==> config.mk <==
export PLATFORM = sky130hd
export DESIGN_NAME = chroma_key_gen
export DESIGN_NICKNAME = d
export VERILOG_FILES = /design/src/rtl/ck_pkg.sv /design/src/rtl/ck_term_stage.sv /design/src/rtl/ck_sum_stage.sv /design/src/rtl/ck_live_delay.sv /design/src/rtl/chroma_key_gen.sv
export SDC_FILE = /design/constraint.sdc
export NUM_CORES = 1
export LEC_CHECK = 0
export CORE_ASPECT_RATIO = 0.7
export CORE_MARGIN = 3
export CORE_UTILIZATION = 53
export DETAILED_ROUTE_END_ITERATION = 6
export PLACE_DENSITY = 0.82
export SLEW_MARGIN = 20
export SYNTH_ARGS = -nofsm -noshare
export SYNTH_HDL_FRONTEND = slang
export SYNTH_SLANG_ARGS = --single-unit
==> constraint.sdc <==
create_clock -name clk -period 5.1 [get_ports clk]
set_input_delay 1.275 -clock clk [delete_from_list [all_inputs] [get_ports clk]]
set_output_delay 1.275 -clock clk [all_outputs]
set_load 0.005 [all_outputs]
==> src/rtl/ck_pkg.sv <==
package ck_pkg;

    // Number of registered stages between input and output
    localparam int PIPE_DEPTH = 2;

    // Per-pixel configuration that shapes the key value
    typedef struct packed {
        logic zero_blue;   // remove blue-dominance term
        logic blue_only;   // remove complemented-channel term
        logic green_key;   // channel term uses green (1) or red (0)
    } key_cfg_t;

endpackage

==> src/rtl/ck_term_stage.sv <==
module ck_term_stage
    import ck_pkg::*;
#(
    parameter int W = 8
) (
    input  logic         clk,
    input  logic         rst,
    input  logic         in_valid,
    input  logic [W-1:0] in_r,
    input  logic [W-1:0] in_g,
    input  logic [W-1:0] in_b,
    input  key_cfg_t     cfg,
    output logic         s1_valid,
    output logic [W-1:0] term_a,
    output logic [W-1:0] term_b
);
    localparam logic [W-1:0] FULL = {W{1'b1}};

    logic [W-1:0] rg_max;
    logic [W-1:0] a_next;
    logic [W-1:0] b_next;
    logic [W-1:0] chan;

    always_comb begin
        rg_max = (in_r > in_g) ? in_r : in_g;
        if (cfg.zero_blue || (in_b <= rg_max))
            a_next = '0;
        else
            a_next = in_b - rg_max;
        chan = cfg.green_key ? in_g : in_r;
        b_next = cfg.blue_only ? '0 : (FULL - chan);
    end

    always_ff @(posedge clk) begin
        if (rst) begin
            s1_valid <= 1'b0;
            term_a   <= '0;
            term_b   <= '0;
        end else begin
            s1_valid <= in_valid;
            if (in_valid) begin
                term_a <= a_next;
                term_b <= b_next;
            end
        end
    end

    AST_TERM_A_BOUND: assert property (@(posedge clk) disable iff (rst)
        in_valid |=> (term_a <= $past(in_b)));
    AST_ZERO_BLUE: assert property (@(posedge clk) disable iff (rst)
        (in_valid && cfg.zero_blue) |=> (term_a == '0));
    AST_BLUE_ONLY: assert property (@(posedge clk) disable iff (rst)
        (in_valid && cfg.blue_only) |=> (term_b == '0));

endmodule

==> src/rtl/ck_sum_stage.sv <==
module ck_sum_stage #(
    parameter int W = 8
) (
    input  logic         clk,
    input  logic         rst,
    input  logic         s1_valid,
    input  logic [W-1:0] term_a,
    input  logic [W-1:0] term_b,
    output logic         s2_valid,
    output logic [W-1:0] key
);
    logic [W:0]   sum_wide;
    logic [W-1:0] sum_sat;

    always_comb begin
        sum_wide = {1'b0, term_a} + {1'b0, term_b};
        sum_sat  = sum_wide[W] ? {W{1'b1}} : sum_wide[W-1:0];
    end

    always_ff @(posedge clk) begin
        if (rst) begin
            s2_valid <= 1'b0;
            key      <= '0;
        end else begin
            s2_valid <= s1_valid;
            if (s1_valid)
                key <= sum_sat;
        end
    end

    AST_SUM_FLOOR: assert property (@(posedge clk) disable iff (rst)
        s1_valid |=> ((key >= $past(term_a)) && (key >= $past(term_b))));
    AST_KEY_HOLD: assert property (@(posedge clk) disable iff (rst)
        !s1_valid |=> $stable(key));

endmodule

==> src/rtl/ck_live_delay.sv <==
module ck_live_delay #(
    parameter int W     = 8,
    parameter int DEPTH = 2
) (
    input  logic         clk,
    input  logic         rst,
    input  logic         in_valid,
    input  logic         invert,
    input  logic [W-1:0] in_r,
    input  logic [W-1:0] in_g,
    input  logic [W-1:0] in_b,
    output logic [W-1:0] out_r,
    output logic [W-1:0] out_g,
    output logic [W-1:0] out_b
);
    localparam int PW = 3 * W;

    logic [PW-1:0] pix_in;
    logic [PW-1:0] pipe [DEPTH];
    logic          vld  [DEPTH-1];

    assign pix_in = invert ? ~{in_r, in_g, in_b} : {in_r, in_g, in_b};

    for (genvar i = 0; i < DEPTH; i++) begin : g_stage
        if (i == 0) begin : g_first
            always_ff @(posedge clk) begin
                if (rst)
                    pipe[0] <= '0;
                else if (in_valid)
                    pipe[0] <= pix_in;
            end
        end else begin : g_next
            always_ff @(posedge clk) begin
                if (rst)
                    pipe[i] <= '0;
                else if (vld[i-1])
                    pipe[i] <= pipe[i-1];
            end
        end
        if (i < DEPTH - 1) begin : g_vld
            always_ff @(posedge clk) begin
                if (rst)
                    vld[i] <= 1'b0;
                else if (i == 0)
                    vld[i] <= in_valid;
                else
                    vld[i] <= vld[(i == 0) ? 0 : i-1];
            end
        end
    end

    assign {out_r, out_g, out_b} = pipe[DEPTH-1];

    AST_LIVE_HOLD: assert property (@(posedge clk) disable iff (rst)
        !vld[DEPTH-2] |=> $stable(pipe[DEPTH-1]));

endmodule

==> src/rtl/chroma_key_gen.sv <==
module chroma_key_gen
    import ck_pkg::*;
#(
    parameter int W = 8
) (
    input  logic         clk,
    input  logic         rst,
    input  logic         in_valid,
    input  logic [W-1:0] in_r,
    input  logic [W-1:0] in_g,
    input  logic [W-1:0] in_b,
    input  logic         cfg_zero_blue,
    input  logic         cfg_blue_only,
    input  logic         cfg_green_key,
    input  logic         cfg_live_inv,
    output logic         out_valid,
    output logic [W-1:0] out_key,
    output logic [W-1:0] out_live_r,
    output logic [W-1:0] out_live_g,
    output logic [W-1:0] out_live_b
);
    key_cfg_t     kcfg;
    logic         s1_valid;
    logic [W-1:0] term_a;
    logic [W-1:0] term_b;

    assign kcfg = '{zero_blue: cfg_zero_blue,
                    blue_only: cfg_blue_only,
                    green_key: cfg_green_key};

    ck_term_stage #(.W(W)) i_terms (
        .clk      (clk),
        .rst      (rst),
        .in_valid (in_valid),
        .in_r     (in_r),
        .in_g     (in_g),
        .in_b     (in_b),
        .cfg      (kcfg),
        .s1_valid (s1_valid),
        .term_a   (term_a),
        .term_b   (term_b)
    );

    ck_sum_stage #(.W(W)) i_sum (
        .clk      (clk),
        .rst      (rst),
        .s1_valid (s1_valid),
        .term_a   (term_a),
        .term_b   (term_b),
        .s2_valid (out_valid),
        .key      (out_key)
    );

    ck_live_delay #(.W(W), .DEPTH(PIPE_DEPTH)) i_live (
        .clk      (clk),
        .rst      (rst),
        .in_valid (in_valid),
        .invert   (cfg_live_inv),
        .in_r     (in_r),
        .in_g     (in_g),
        .in_b     (in_b),
        .out_r    (out_live_r),
        .out_g    (out_live_g),
        .out_b    (out_live_b)
    );

    AST_VALID_LAT: assert property (@(posedge clk) disable iff (rst)
        s1_valid |=> out_valid);
    AST_VALID_FIRST: assert property (@(posedge clk) disable iff (rst)
        in_valid |=> s1_valid);

endmodule

==> impl_metrics.toml <==
[sta]
hold_viol_final = 0
finalMaxSlewViolations = 0
fin_crit_ps = 4680
setup_viol = 0
fin_skew_ps = 4.49
period_share = 0.918
tightestPinTransition_ps = 956
max_slew_margin = 0.362
whs_ps = 490
rsz0062_at_grt = "no"
finalSetupTns_ps = 0
finalWorstSetupSlack_ps = 418
fmax_ghz = 0.214

[critical_path]
critical-path-max-stage-delay_ps = 580
worstPathArrival_ps = 4980
cp_cell_sequence = "clkdlybuf4s50_1 -> inv_1 -> ha_1 -> nor2b_1 -> o211ai_1 -> a21oi_1 -> o22ai_1 -> buf_4 -> mux2_2 -> fa_1 -> nand2b_1 -> a211oi_2 -> nor3_1 -> nor4_4 -> a32o_1"
worstReg2RegEnd = "i_sum.key[6]"
r2r_cells = 8
worst-setup-path-type = "input pin to register"
crit_required_ps = 5390
ff2ff_setup_slack_ps = 2980
endpoint_kind = "register"
cp-start-kind = "input pin"
crit_slowest_cell = "clkdlybuf4s50_1"
worst-path-max-fanout = 8
r2r-start = "i_terms.term_a[0]"

[logic_synthesis]
netlist_instances = 338
synth_edf_count = 48
syn_area_per_cell_um2 = 11.3
yosys.cell_types.count = 39
yosysSeqAreaShare = 0.517
syn_nets = 395
synth_top_cell_area_share = 0.376
yosys-top-cells-area = "edfxtp_1 38%, dfxtp_1 14%, ha_1 7.8%"
synth_area_leader_cell = "edfxtp_1"
synthFlopType = "edfxtp_1"
synth_async_sr_flop_share = 0
synth_warnings = 0
synth_seq_cells = 75
synth_area_um2 = 3840

[routing]
wl_per_cell_um = 15.7
drtIter0Drc = 183
drc = 0
viasPerCell = 5.30
dr_total_vias = 2676
antenna_left = 0
routed_wl_um = 7920
firstDrtPassIters = 4

[cts]
cts_setup_buffers = 0
clk_pin_slew_worst_paths_ps = 80
hold_buffers = 0
cts_made_buffers = 9
clk_latency_ps = 350
cts_resized = 0
max-clock-path-buffers = 2
cts-root-buf = "clkbuf_8"
htreeDepth = 3
clkSinkCount = 75
cts_tree = "built"

[layout]
fin_area_um2 = 4790
seq_area_um2 = 1980
antennaDiodeCount = 0
stdcell_count = 505
nNetsFinal = 463
fin_util = 0.696
area_growth_pct = 24.8
fillerInstances = 513
multi_input_area_um2 = 1730
drive_above_1_share = 0.0730

[floorplan]
core_area_um2 = 6880
io_pins = 64
die_y_um = 77.2
die-area_um2 = 8310
die_w_um = 108
start_util = 0.557
rows = 25

[global_route]
overflow = 0
grt_usage = 0.205
grt_max_degree = 29
antenna_found_initial = 0
grt_pass1_vias = 2526
grt_pass1_wl_um = 13000

[pwr]
design_power_total_mw = 1.41
power.density_nw_per_um2 = 294
ir_drop_uv = 225
leakagePower_nw = 1.89

[status]
status = "finished clean"

[placed_design]
dpl.hpwl_um = 6040
gp_congestion = 0.918
pre_cts_slack_ps = 105
portBuffers = 63
place_area_um2 = 4580
dp_cells = 489

[hold_path]
hp-class = "register to register"
holdPathEnd = "i_sum.key[1]"
hp-start = "i_sum.key[1]"
min_path_cells = 2

[run]
maxCapViolCount = 0
-- sequential cells by signal, summed over array words and instances, names as in the netlist --
signal,cells
i_terms.term_b,8
i_terms.term_a,8
i_sum.s2_valid,1
i_live.vld,1
i_terms.s1_valid,1
i_live.pipe,48
i_sum.key,8
-- synthesized netlist by cell type (2+ instances only) --
master	instances
edfxtp_1	48
nor2_1	44
dfxtp_1	27
xnor2_1	26
and2_1	24
ha_1	24
inv_1	19
mux2i_1	15
a22o_1	12
a211oi_1	11
a21oi_1	10
clkbuf_1	10
o21ai_0	10
nand2_1	5
nand2b_1	5
nor2b_1	5
xor2_1	5
nand4_1	4
a32o_1	3
buf_2	3
o21a_1	3
fa_1	2
mux2_2	2
nor3_1	2
o211ai_1	2
o22ai_1	2
or2_2	2
or3_1	2
-- layout make-up --
cell class | count | share of cell area
flip-flops and latches | 75 | 0.414
multi-input cells | 231 | 0.362
repair buffers | 70 | 0.143
clock buffers | 9 | 0.0259
well taps | 94 | 0.0246
clock inverters | 7 | 0.0159
inverters | 19 | 0.0149
-- worst max path at each step --
stage,startpoint,to,cells after the start
global placement,in_g[1],i_terms.term_a[2],15
detailed placement,in_g[1],i_terms.term_a[2],15
global route,in_g[1],i_terms.term_a[2],15
CTS,in_g[1],i_terms.term_a[2],15
floorplan,in_g[1],i_terms.term_a[2],15
finish,in_g[1],i_terms.term_a[6],15
-- layer usage --
layer  global-route usage  vias up  wire [um]
li1                     -     1347          -
met1                0.276     1240       3620
met2                0.307       81       3600
met3               0.0849        8        607
met4               0.0530        0         90
met5                    0        -          0
-- critical path, delay by kind of cell --
family	cells	cell delay [ps]
AOI/OAI and AO/OA	5	920
muxes	1	350
buffers and inverters	3	860
adders and majority gates	2	700
and+or+nand+nor	4	880
-- kinds of logic (layout without fill, tap and decap cells) --
| logic type | after synthesis | after routing | synth area share |
|---|---|---|---|
| AND/OR/NAND/NOR | 97 | 97 | 0.134 |
| flip-flops | 75 | 75 | 0.517 |
| AO/OA/AOI/OAI | 60 | 60 | 0.112 |
| buffers and inverters | 32 | 105 | 0.0323 |
| XOR/XNOR | 31 | 31 | 0.0708 |
| adder cells (fa/ha/maj) | 26 | 26 | 0.0887 |
| multiplexers | 17 | 17 | 0.0450 |
-- power by group --
| group | internal, mW | leakage (nW) | switching [mW] | total [mW] |
|---|---|---|---|---|
| clock | 0.229 | 0.0914 | 0.228 | 0.457 |
| sequential | 0.686 | 0.744 | 0.0124 | 0.698 |
| combinational | 0.123 | 1.06 | 0.130 | 0.253 |
-- placed cells by master, fill, tap and decap left out, types with 10 or more instances in the layout --
| cell type | n |
|---|---|
| a211oi_1 | 11 |
| a21oi_1 | 10 |
| a22o_1 | 12 |
| and2_1 | 24 |
| clkdlybuf4s50_1 | 63 |
| dfxtp_1 | 27 |
| edfxtp_1 | 48 |
| ha_1 | 24 |
| inv_1 | 19 |
| mux2i_1 | 15 |
| nor2_1 | 44 |
| o21ai_0 | 10 |
| xnor2_1 | 26 |
No activity file was read; power rests on OpenSTA's default activity.
